**config.mk**
```make
export PLATFORM = sky130hd
export DESIGN_NAME = clk_switch_ctrl
export DESIGN_NICKNAME = d
export VERILOG_FILES = /design/src/rtl/clksw_pkg.sv /design/src/rtl/clksw_unlock.sv /design/src/rtl/clksw_switch.sv /design/src/rtl/clksw_fields.sv /design/src/rtl/clk_switch_ctrl.sv
export SDC_FILE = /design/constraint.sdc
export NUM_CORES = 1
export LEC_CHECK = 0
export BUFFER_PORTS_ARGS = -buffer_cell sky130_fd_sc_hd__buf_2
export CAP_MARGIN = 20
export CORE_MARGIN = 5
export CORE_UTILIZATION = 42
export CTS_BUF_LIST = sky130_fd_sc_hd__clkbuf_4
export CTS_CLUSTER_SIZE = 16
export DETAILED_ROUTE_END_ITERATION = 6
export PLACE_DENSITY = 0.77
export SLEW_MARGIN = 20
export SYNTH_ARGS = -nofsm -noshare
export SYNTH_HDL_FRONTEND = slang
export SYNTH_SLANG_ARGS = --single-unit
```
**constraint.sdc**
```tcl
create_clock -name clk -period 2 [get_ports clk]
set_clock_uncertainty 0.2 [all_clocks]
set_input_delay 0.1 -clock clk [delete_from_list [all_inputs] [get_ports clk]]
set_output_delay 0.1 -clock clk [all_outputs]
set_load 0.02 [all_outputs]
```
**src/rtl/clksw_pkg.sv**
```systemverilog
package clksw_pkg;

    localparam int SRC_W   = 3;
    localparam int SRC_N   = 1 << SRC_W;
    localparam int WORD_W  = 16;

    localparam logic [WORD_W-1:0] KEY_FIRST  = 16'h5A3C;
    localparam logic [WORD_W-1:0] KEY_SECOND = 16'hC35A;

    localparam int B_SW_EN   = 0;
    localparam int B_SEC_EN  = 1;
    localparam int B_FAIL    = 3;
    localparam int B_PLL_OK  = 5;
    localparam int B_IO_LOCK = 6;
    localparam int B_CK_LOCK = 7;
    localparam int B_REQ_LO  = 8;
    localparam int B_CUR_LO  = 12;

    typedef enum logic [SRC_W-1:0] {
        SRC_FRC        = 3'd0,
        SRC_FRCN_PLL   = 3'd1,
        SRC_PRI        = 3'd2,
        SRC_PRI_PLL    = 3'd3,
        SRC_SEC        = 3'd4,
        SRC_LPRC       = 3'd5,
        SRC_FRC_DIV16  = 3'd6,
        SRC_FRCN       = 3'd7
    } clk_src_e;

    typedef struct packed {
        clk_src_e req;
        logic     ck_lock;
        logic     io_lock;
        logic     fail_keep;
        logic     sec_en;
        logic     sw_en;
    } ctrl_wr_t;

    function automatic logic uses_pll(clk_src_e s);
        return (s == SRC_FRCN_PLL) || (s == SRC_PRI_PLL);
    endfunction

    function automatic logic pll_hop(clk_src_e from_s, clk_src_e to_s);
        return uses_pll(from_s) && uses_pll(to_s) && (from_s != to_s);
    endfunction

    function automatic ctrl_wr_t unpack_wr(logic [WORD_W-1:0] d);
        ctrl_wr_t w;
        w.req       = clk_src_e'(d[B_REQ_LO +: SRC_W]);
        w.ck_lock   = d[B_CK_LOCK];
        w.io_lock   = d[B_IO_LOCK];
        w.fail_keep = d[B_FAIL];
        w.sec_en    = d[B_SEC_EN];
        w.sw_en     = d[B_SW_EN];
        return w;
    endfunction

endpackage

```
**src/rtl/clksw_unlock.sv**
```systemverilog
module clksw_unlock
    import clksw_pkg::*;
#(
    parameter int UNLOCK_WIN = 4
) (
    input  logic              clk,
    input  logic              por,
    input  logic              key_wr,
    input  logic [WORD_W-1:0] key_data,
    input  logic              ctrl_wr,
    output logic              ctrl_accept
);
    localparam int CNT_W = $clog2(UNLOCK_WIN + 1);

    logic             saw_first;
    logic [CNT_W-1:0] win_cnt;
    logic             key_done;

    assign key_done    = key_wr && (key_data == KEY_SECOND) && saw_first;
    assign ctrl_accept = ctrl_wr && (win_cnt != '0);

    always_ff @(posedge clk) begin
        if (por) begin
            saw_first <= 1'b0;
            win_cnt   <= '0;
        end else begin
            saw_first <= key_wr && (key_data == KEY_FIRST);
            if (key_done)
                win_cnt <= CNT_W'(UNLOCK_WIN);
            else if (ctrl_accept)
                win_cnt <= '0;
            else if (win_cnt != '0)
                win_cnt <= win_cnt - 1'b1;
        end
    end

    // a window only opens right after the second key word
    assert_window_opens_on_key_R3: assert property (@(posedge clk) disable iff (por)
        ((win_cnt != '0) && ($past(win_cnt) == '0)) |-> $past(key_wr && (key_data == KEY_SECOND)));

    // the window never outlasts its length
    assert_window_bounded_R3: assert property (@(posedge clk) disable iff (por)
        (win_cnt <= CNT_W'(UNLOCK_WIN)));

endmodule

```
**src/rtl/clksw_switch.sv**
```systemverilog
module clksw_switch
    import clksw_pkg::*;
#(
    parameter int N_SRC = SRC_N
) (
    input  logic             clk,
    input  logic             por,
    input  clk_src_e         init_src,
    input  logic             start,
    input  clk_src_e         target,
    input  logic             pll_locked,
    input  logic [N_SRC-1:0] src_ready,
    output logic             busy,
    output clk_src_e         cur_src
);
    typedef enum logic {SW_IDLE, SW_WAIT} sw_state_e;

    sw_state_e state;
    clk_src_e  tgt;
    logic      ready_ok;

    assign ready_ok = src_ready[tgt] && (!uses_pll(tgt) || pll_locked);
    assign busy     = (state == SW_WAIT);

    always_ff @(posedge clk) begin
        if (por) begin
            state   <= SW_IDLE;
            tgt     <= init_src;
            cur_src <= init_src;
        end else begin
            case (state)
                SW_IDLE: if (start) begin
                    state <= SW_WAIT;
                    tgt   <= target;
                end
                SW_WAIT: if (ready_ok) begin
                    cur_src <= tgt;
                    state   <= SW_IDLE;
                end
                default: state <= SW_IDLE;
            endcase
        end
    end

    // a pending switch is never a direct PLL-to-PLL move
    assert_no_pll_hop_R6: assert property (@(posedge clk) disable iff (por)
        busy |-> !pll_hop(cur_src, tgt));

    // the active source only moves at the end of a pending switch
    assert_cur_moves_on_ready_R7: assert property (@(posedge clk) disable iff (por)
        !$stable(cur_src) |-> ($past(busy) && $past(src_ready[tgt])));

    // a PLL target completes only with lock present
    assert_pll_target_locked_R7: assert property (@(posedge clk) disable iff (por)
        ($fell(busy) && uses_pll(cur_src)) |-> $past(pll_locked));

endmodule

```
**src/rtl/clksw_fields.sv**
```systemverilog
module clksw_fields
    import clksw_pkg::*;
(
    input  logic     clk,
    input  logic     por,
    input  clk_src_e init_src,
    input  logic     accept,
    input  ctrl_wr_t wr,
    input  logic     lock_honor,
    input  logic     busy,
    input  logic     fail_detect,
    output clk_src_e req_src,
    output logic     ck_lock,
    output logic     io_lock,
    output logic     sec_en,
    output logic     fail_flag,
    output logic     frozen
);
    assign frozen = ck_lock && lock_honor;

    always_ff @(posedge clk) begin
        if (por) begin
            req_src   <= init_src;
            ck_lock   <= 1'b0;
            io_lock   <= 1'b0;
            sec_en    <= 1'b0;
            fail_flag <= 1'b0;
        end else begin
            if (accept) begin
                if (!frozen && !busy)
                    req_src <= wr.req;
                if (!frozen)
                    ck_lock <= wr.ck_lock;
                io_lock <= wr.io_lock;
                sec_en  <= wr.sec_en;
            end
            if (fail_detect)
                fail_flag <= 1'b1;
            else if (accept && !wr.fail_keep)
                fail_flag <= 1'b0;
        end
    end

    // an honoured lock freezes the selection and the lock bit
    assert_lock_freezes_sel_R4: assert property (@(posedge clk) disable iff (por)
        $past(frozen) |-> ($stable(req_src) && $stable(ck_lock)));

    // the requested field holds while a switch is pending
    assert_req_held_busy_R9: assert property (@(posedge clk) disable iff (por)
        $past(busy) |-> $stable(req_src));

    // software cannot raise the clock-fail flag
    assert_fail_set_by_hw_R8: assert property (@(posedge clk) disable iff (por)
        $rose(fail_flag) |-> $past(fail_detect));

    // fields change only through an accepted write
    assert_fields_need_accept_R3: assert property (@(posedge clk) disable iff (por)
        !$past(accept) |-> ($stable(io_lock) && $stable(sec_en) && $stable(ck_lock)));

endmodule

```
**src/rtl/clk_switch_ctrl.sv**
```systemverilog
module clk_switch_ctrl
    import clksw_pkg::*;
#(
    parameter int UNLOCK_WIN = 4
) (
    input  logic              clk,
    input  logic              por,
    input  logic [SRC_W-1:0]  cfg_init_src,
    input  logic              cfg_lock_honor,
    input  logic              bus_wr,
    input  logic              bus_sel,
    input  logic [WORD_W-1:0] bus_wdata,
    output logic [WORD_W-1:0] bus_rdata,
    input  logic              pll_locked,
    input  logic [SRC_N-1:0]  src_ready,
    input  logic              fail_detect,
    output logic [SRC_W-1:0]  clk_sel
);
    clk_src_e init_src;
    clk_src_e cur_src;
    clk_src_e req_src;
    ctrl_wr_t wr;
    logic     accept, busy, start, frozen;
    logic     ck_lock, io_lock, sec_en, fail_flag;

    assign init_src = clk_src_e'(cfg_init_src);
    assign wr       = unpack_wr(bus_wdata);

    clksw_unlock #(.UNLOCK_WIN(UNLOCK_WIN)) u_unlock (
        .clk         (clk),
        .por         (por),
        .key_wr      (bus_wr && !bus_sel),
        .key_data    (bus_wdata),
        .ctrl_wr     (bus_wr && bus_sel),
        .ctrl_accept (accept)
    );

    clksw_fields u_fields (
        .clk         (clk),
        .por         (por),
        .init_src    (init_src),
        .accept      (accept),
        .wr          (wr),
        .lock_honor  (cfg_lock_honor),
        .busy        (busy),
        .fail_detect (fail_detect),
        .req_src     (req_src),
        .ck_lock     (ck_lock),
        .io_lock     (io_lock),
        .sec_en      (sec_en),
        .fail_flag   (fail_flag),
        .frozen      (frozen)
    );

    assign start = accept && wr.sw_en && !busy && !frozen && !pll_hop(cur_src, wr.req);

    clksw_switch #(.N_SRC(SRC_N)) u_switch (
        .clk        (clk),
        .por        (por),
        .init_src   (init_src),
        .start      (start),
        .target     (wr.req),
        .pll_locked (pll_locked),
        .src_ready  (src_ready),
        .busy       (busy),
        .cur_src    (cur_src)
    );

    always_comb begin
        bus_rdata                       = '0;
        bus_rdata[B_CUR_LO +: SRC_W]    = cur_src;
        bus_rdata[B_REQ_LO +: SRC_W]    = req_src;
        bus_rdata[B_CK_LOCK]            = ck_lock;
        bus_rdata[B_IO_LOCK]            = io_lock;
        bus_rdata[B_PLL_OK]             = pll_locked;
        bus_rdata[B_FAIL]               = fail_flag;
        bus_rdata[B_SEC_EN]             = sec_en;
        bus_rdata[B_SW_EN]              = busy;
    end

    assign clk_sel = cur_src;

    // reserved bits never read as 1
    assert_reserved_zero_R2: assert property (@(posedge clk) disable iff (por)
        (bus_rdata[15] == 1'b0) && (bus_rdata[11] == 1'b0) && (bus_rdata[4] == 1'b0) && (bus_rdata[2] == 1'b0));

    // a refused PLL hop never leaves the switch bit set
    assert_hop_refused_R6: assert property (@(posedge clk) disable iff (por)
        ($past(accept && wr.sw_en && !busy) && pll_hop($past(cur_src), $past(wr.req))) |-> !busy);

endmodule

```
Word level (Yosys, flattened, before mapping) --
Cells that the tools add are included.
Word-level totals: bits in read-only memories 0, RAM bits 0, logic and storage cells 83, register bits 18, memories 0, latch bits 0
Operators by class: add/sub/neg operators 1, multiply operators 0, divide/modulo/power cells 0, eq/ne operators 10, reduce and logical (&&, ||, !) cells 39, shift-type cells 0, bitwise logic cells 2, multiplexer cells 19, magnitude comparators 1
Operators with widths (count):
- $mux 3 | 12
- $eq 16x15->1 const B | 1
- $eq 16x16->1 const B | 1
- $logic_and 1x1->1 | 16
- $reduce_bool 2->1 | 6
- $eq 3x1->1 const B | 3
- $eq 3x2->1 const B | 3
- $reduce_and 2->1 | 4
- $logic_not 1->1 | 6
- $reduce_bool 3->1 | 2
- $mux 1 | 5
- $logic_or 1x1->1 | 4
- $lt 3x4->1 const B | 1
- $bmux 1 s3 | 1
- $ne 3x3->1 | 1
- $reduce_or 3->1 | 1
- $sub 3x1->3 const B | 1
- $ne 2x2->1 const B | 1
- $not 1->1 | 2
- $pmux 1 s2 | 1

Depth between registers and ports, before layout --
Gate-level depths: netlist of the first run.
depth in word-level cells 9, mapped depth 7, gate-level depth less buffers 6

Modules after synthesis --
Synthesis of the first run repeated with hierarchy kept, for this count alone.
Unflattened totals: cells, all modules 114, area total of the unflattened synthesis 1143.6 µm²
Modules (own cells, without submodules):
- clksw_switch | instances 1, cells each 37, area each 379.1 µm²
- clksw_fields | instances 1, cells each 25, area each 312.8 µm²
- clksw_unlock | instances 1, cells each 32, area each 296.5 µm²
- clk_switch_ctrl | instances 1, cells each 20, area each 155.1 µm²

Least setup slack after synthesis of the first run --
OpenSTA, ideal clock, no wires.
path kind reg-to-reg, from register u_unlock.win_cnt[0], to register u_switch.tgt[0] (enable), period minus slack after synthesis 1.883 ns, stages on the path, launching flop included 7, path buffers 0, arrival 1.379 ns, path slack 0.117 ns, required time 1.496 ns, path through dfxtp_1 -> inv_1 -> ha_1 -> nor2b_1 -> a2111oi_0 -> nand3_1 -> nand2b_1
Between the ends: longest elaborated chain between the ends 8
RTL lines:
- start: declaration | RTL line clksw_unlock.sv:16 | logic [CNT_W-1:0] win_cnt;
- start signal: assignment | RTL line clksw_unlock.sv:29 | win_cnt <= CNT_W'(UNLOCK_WIN);
- start signal: assignment | RTL line clksw_unlock.sv:33 | win_cnt <= win_cnt - 1'b1;
- $reduce_bool 3->1 | RTL line clksw_unlock.sv:20 | assign ctrl_accept = ctrl_wr && (win_cnt != '0);
- $logic_and 1x1->1 | RTL line clksw_unlock.sv:20
- $logic_and 1x1->1 (4 in series) | RTL line clk_switch_ctrl.sv:55 | assign start = accept && wr.sw_en && !busy && !frozen && !pll_hop(cur_src, wr.req);
- $reduce_bool 2->1 (no line)
- $reduce_and 2->1 (no line)
- end signal: assignment | RTL line clksw_switch.sv:28 | tgt <= init_src;
- end signal: assignment | RTL line clksw_switch.sv:34 | tgt <= target;
- end: declaration | RTL line clksw_switch.sv:19 | clk_src_e tgt;
Every way passes these cells. A chain may end at the register's enable or synchronous reset.

==> out/results.tsv, run 1 <==
stage	metric	value	unit
layout	num_antenna_cells	0	
clock_network	cts.clk_slew.worst_paths	100	ps
power_and_ir_drop	ir_drop	0.000513	V
layout	multi_input_area	464	um^2
global_routing	grt_pass1_wl	4130	um
clock_network	post-cts-setup-buffers	0	
clock_network	clk_latency	300	ps
layout	register_area	450	um^2
logic_synthesis	synth_most_common_cell	buf_4	
timing	grt_setup_unrepaired	no	
global_routing	antenna_found_initial	0	
logic_synthesis	synth_top_area_share	25.7	%
logic_synthesis	ys_async_sr_fraction	0	%
drt	vias	990	
critical_path	slowest_delay	560	ps
die	num_rows	18	
die	placeableCoreArea	2430	um^2
logic_synthesis	netlist_area	1050	um^2
place	port_buffers	48	
flow_run	cap_viol_max_count	0	
drt	drt.antenna.violating_nets	0	
clock_network	clock_sinks	18	
logic_synthesis	synth_flop_cell	edfxtp_1	
run_status	status	completed	
power_and_ir_drop	power_density	794	nW/um^2
die	start_util	43.3	%
logic_synthesis	synth_common_cells	buf_4, dfxtp_1, edfxtp_1, nand2_1	
hold_path	hold_class	in2reg	
critical_path	start_kind	input pin	
logic_synthesis	synth_seq_cells	18	
logic_synthesis	synth_seq_area_share	42.8	%
critical_path	critPathArrivalTime	1860	ps
drt	firstDrtPassIters	5	
hold_path	min-delay-start	bus_wdata[10]	
die	die_y	60.1	um
clock_network	numCtsBuffers	3	
global_routing	overflow	0	
critical_path	slowest_stage	dlygate4sd3_1	
die	dieArea	3610	um^2
critical_path	rr_startpoint	u_unlock.win_cnt[0]$_SDFFE_PP0N_	
drt	wl	2750	um
place	dp_hpwl	2070	um
timing	period_share	92.1	%
layout	nFillCells	202	
drt	drc	0	
power_and_ir_drop	leakage	0.655	nW
clock_network	cts-htree-levels	1	
drt	drt_iter0_markers	19	
critical_path	critPathRequiredTime	2020	ps
critical_path	crit_start	por	
layout	drive_above_1_share	35.9	%
layout	finish.utilization	59.6	%
layout	nets	204	
global_routing	grt.total_usage	15.8	%
timing	slew_viol_final	0	
timing	setup_ws	158	ps
global_routing	grt_pass1_vias	920	
logic_synthesis	synthTopCellsByArea	edfxtp_1, dfxtp_1, buf_4	
die	fp.dieW	60.1	um
timing	setup_viol	0	
logic_synthesis	ys_warn_count	0	
global_routing	grt_start_max_net_pins	22	
place	gp_congestion	0.751	
logic_synthesis	synth_edf_count	9	
logic_synthesis	synthCells	108	
timing	period_needed	1840	ps
logic_synthesis	yosysTopAreaCell	edfxtp_1	
place	place_ws	-30.2	ps
logic_synthesis	synth_area_per_cell	9.75	um^2
critical_path	critPathKind	in2reg	
die	boundaryPins	53	
timing	hold_violations	0	
timing	fmax	0.543	GHz
clock_network	cts_tree	built	
logic_synthesis	yosysUniqueCellTypes	37	
drt	viasPerCell	5.03	
critical_path	worstPathCellList	dlygate4sd3_1 -> buf_2 -> nor2_1 -> nand4_1 -> dlygate4sd3_1 -> nor4_1	
layout	area_growth	37.6	%
critical_path	crit_top_cell	dlygate4sd3_1	
clock_network	clock_path_buffers	2	
critical_path	worstSetupEndpointType	flip-flop	
clock_network	root_buffer	clkbuf_4	
critical_path	cp_max_fo	21	
drt	routedWlPerCell	13.9	um
## sequential cells by signal, indices dropped and copies added (netlist names)
signal and flops:
u_fields.req_src 3, u_switch.cur_src 3, u_switch.tgt 3, u_unlock.win_cnt 3
u_fields.ck_lock 1, u_fields.fail_flag 1, u_fields.io_lock 1, u_fields.sec_en 1
u_switch.busy 1, u_unlock.saw_first 1
## cells in the final DEF (no fill, tap or decap)
cell	n
or4b_4	1
nor4_4	1
o311ai_1	1
clkbuf_4	4
or3_1	1
and4bb_2	1
nand2_1	9
nand3_4	1
ha_1	2
buf_4	1
a211oi_1	3
nor4bb_1	1
dfxtp_1	9
nor3b_1	2
xnor2_1	1
nor2_1	5
dlygate4sd3_1	19
a21oi_1	7
nor3_1	2
a2111oi_2	1
o31ai_1	2
conb_1	4
nor4_1	1
edfxtp_1	9
nand2b_1	1
buf_2	48
and3_1	2
nand3_1	3
or2_2	1
a21o_1	1
o21ba_1	1
nand4_1	2
inv_1	8
nor2b_1	2
mux4_2	1
o21ai_0	8
xor2_1	1
## worst max-delay path, delay by kind of cell
family	cells	cell delay [ps]
simple gates	3	430
buf+inv	3	1320
## metal layers
layer	vias up	global-route usage, %	part of all wire (%)
met4	0	7.59	1.7
met1	454	18.8	39
met2	46	28.2	53
li1	485	-	-
met3	5	1.30	5.8
met5	-	0	0
## stage by stage
| step | std cells | hold slack (ps) | setup TNS (ps) | total power [W] | instance area (um^2) |
|---|---|---|---|---|---|
| final | 197 | 65.4 | 0 | 0.00115 | 1450 |
| after CTS | 197 | 64.1 | 0 | 0.00115 | 1450 |
| after global placement | 174 | 114 | 0 | 0.000893 | 1220 |
| after detailed placement | 174 | 127 | -90.6 | 0.000909 | 1220 |
| after global routing | 197 | 101 | 0 | 0.00122 | 1450 |
| after floorplan | 111 | 17.4 | 0 | 0.000839 | 1060 |
## cells by family after synthesis
group	synth area share, %
AO/OA/AOI/OAI	14.0
XOR/XNOR	1.66
adder cells (fa/ha/maj)	2.37
buffers and inverters	14.8
flip-flops	42.8
multiplexers	2.14
other	0.356
AND/OR/NAND/NOR	21.9
## area by class of cell
cell class	instances	area share, %
Sequential cell	18	31.1
Timing Repair Buffer	68	30.2
Clock buffer	4	2.07
Tap cell	30	2.59
Inverter	8	2.07
Multi-Input combinational cell	69	32.0
## path summary, 6_finish.rpt
path,to,cells after the start,slack (ps)
setup reg to reg,u_switch.tgt[1]$_DFFE_PP_,6,220
hold / removal,u_switch.busy$_SDFF_PP0_,5,70
setup / recovery,u_unlock.saw_first$_SDFF_PP0_,6,160
hold reg to reg,u_fields.sec_en$_SDFFE_PP0P_,2,280
## power breakdown
part,internal (W),switching (W)
sequential,0.000451,0.0000365
combinational,0.000204,0.000248
clock,0.0000914,0.000121
total,0.000746,0.000406
## timing repair
action | CTS | global route
setup endpoints to repair | 3 | 6
hold endpoints to repair | 16 | 0
gates resized for setup | 1 | 1
pin swaps | 0 | 1
hold buffers | 19 | 0
Note: power is estimated with default switching activity, not from simulation.
==> run 2, diff against run 1 <==
--- a/config.mk
+++ b/config.mk
@@ -8,11 +8,11 @@
 export BUFFER_PORTS_ARGS = -buffer_cell sky130_fd_sc_hd__buf_2
 export CAP_MARGIN = 20
 export CORE_MARGIN = 5
-export CORE_UTILIZATION = 42
+export CORE_UTILIZATION = 45
 export CTS_BUF_LIST = sky130_fd_sc_hd__clkbuf_4
 export CTS_CLUSTER_SIZE = 16
 export DETAILED_ROUTE_END_ITERATION = 6
-export PLACE_DENSITY = 0.77
+export PLACE_DENSITY = 0.79
 export SLEW_MARGIN = 20
 export SYNTH_ARGS = -nofsm -noshare
 export SYNTH_HDL_FRONTEND = slang
==> constraint.sdc (replaced) <==
create_clock -name clk -period 2.3 [get_ports clk]
set_clock_uncertainty 0.2 [all_clocks]
set_input_delay 0.115 -clock clk [delete_from_list [all_inputs] [get_ports clk]]
set_output_delay 0.115 -clock clk [all_outputs]
set_load 0.02 [all_outputs]
==> out/results.tsv, run 2 (synthesized netlist as in run 1, its figures left out) <==
stage	metric	value	unit
drt	wl	2540	um
critical_path	start_kind	input pin	
drt	drc	0	
drt	drt.antenna.violating_nets	0	
timing	period_needed	2190	ps
clock_network	post-cts-setup-buffers	0	
timing	max_slew.worst_pin.slew	534	ps
timing	hold_slack	21.2	ps
global_routing	overflow	0	
die	num_rows	17	
place	dp_hpwl	2020	um
critical_path	path_delay_family	buffers and inverters	
clock_network	clock_path_buffers	2	
power_and_ir_drop	leakage	0.651	nW
layout	final_common_cell	buf_2	
global_routing	grt_pass1_wl	3950	um
timing	setup_ws	106	ps
die	placeableCoreArea	2230	um^2
clock_network	root_buffer	clkbuf_4	
layout	multi_input_area	458	um^2
drt	firstDrtPassIters	4	
place	post_dp_cell_area	1220	um^2
run_status	status	completed	
layout	area_growth	33.6	%
layout	register_area	450	um^2
drt	vias	988	
global_routing	grt_start_max_net_pins	22	
clock_network	cts-htree-levels	1	
critical_path	critPathKind	in2reg	
critical_path	path_buf_inv	3	
layout	drive_above_1_share	35.4	%
layout	nets	201	
timing	period_share	95.4	%
clock_network	clk_latency	290	ps
global_routing	grt_pass1_vias	974	
clock_network	numCtsBuffers	3	
critical_path	worstSetupEndpointType	flip-flop	
critical_path	worstPathCellList	dlygate4sd3_1 -> buf_2 -> or4b_4 -> nor4_1 -> dlygate4sd3_1	
drt	viasPerCell	5.15	
hold_path	hold_class	in2reg	
critical_path	critPathRequiredTime	2330	ps
timing	setup_viol	0	
timing	fin_tns_setup	0	ps
critical_path	critPathArrivalTime	2230	ps
layout	stdcell_area	1410	um^2
timing	slew-limit-headroom	63.5	%
clock_network	cts_resized	0	
power_and_ir_drop	power_density	701	nW/um^2
drt	routedWlPerCell	13.2	um
place	gp_congestion	0.839	
timing	hold_violations	0	
critical_path	slowest_stage	dlygate4sd3_1	
global_routing	antenna_found_initial	0	
critical_path	slowest_delay	600	ps
layout	nFillCells	199	
critical_path	cp_max_fo	2	
layout	layout_common_cells	buf_2, dlygate4sd3_1, nand2_1, dfxtp_1, edfxtp_1	
die	start_util	47.2	%
die	fp.dieW	58.4	um
layout	num_antenna_cells	0	
drt	drt_iter0_markers	35	
power_and_ir_drop	ir_drop	0.000666	V
timing	slew_viol_final	0	
place	port_buffers	48	
clock_network	cts_tree	built	
flow_run	cap_viol_max_count	0	
place	place_ws	235	ps
global_routing	grt.total_usage	14.9	%
clock_network	cts.clk_slew.worst_paths	90	ps
timing	fmax	0.456	GHz
power_and_ir_drop	finalPower	0.000987	W
clock_network	clock_sinks	18	
die	die_y	58.4	um
timing	grt_setup_unrepaired	no	
die	dieArea	3410	um^2
die	boundaryPins	53	
critical_path	crit_top_cell	dlygate4sd3_1	
[run 2: timing repair]
action | 4_1_cts | 5_1_grt
hold buffers | 16 | 0
hold endpoints to repair | 10 | 0
setup endpoints to repair | 0 | 0
[run 2: path summary, 6_finish.rpt]
check	start	end	slack [ps]	cells past startpoint
min reg2reg	u_fields.io_lock$_SDFFE_PP0P_	u_fields.io_lock$_SDFFE_PP0P_	290	2
min	bus_wdata[3]	u_fields.fail_flag$_SDFFE_PP0P_	20	4
max reg2reg	u_unlock.win_cnt[0]$_SDFFE_PP0N_	u_fields.ck_lock$_SDFFE_PP0P_	190	7
max	bus_wdata[7]	u_unlock.saw_first$_SDFF_PP0_	110	5
[run 2: report_power, final]
group,switching (W),total [W],internal [W]
Combinational,0.000220,0.000410,0.000190
Sequential,0.0000310,0.000423,0.000392
Clock,0.0000903,0.000153,0.0000631
Total,0.000342,0.000987,0.000645
[run 2: per-layer routing]
metal	vias up	wire [um]	track usage (%)
met1	454	965	16.0
met2	47	1320	28.7
met3	2	239	5.48
li1	485	-	-
met5	-	0	0
met4	0	12	1.32
[run 2: tightest hold or removal path, cell delays in order]
cell,delay [ps]
buf_2,110
or3_1,110
a21oi_1,60
nor2_1,80
[run 2: final cells by class]
| cell class | count | area share, % |
|---|---|---|
| multi-input combinational | 69 | 32.5 |
| sequential | 18 | 32.0 |
| timing repair buffer | 65 | 29.0 |
| tap | 28 | 2.49 |
| inverter | 8 | 2.13 |
| clock buffer | 3 | 1.60 |
| clock inverter | 1 | 0.267 |
[run 2: metrics by stage]
step | utilization, % | instances
floorplan | - | 111
global placement | 54.7 | 172
detailed placement | 54.7 | 172
CTS | 63.0 | 192
global route | 63.0 | 192
finish | 63.0 | 192
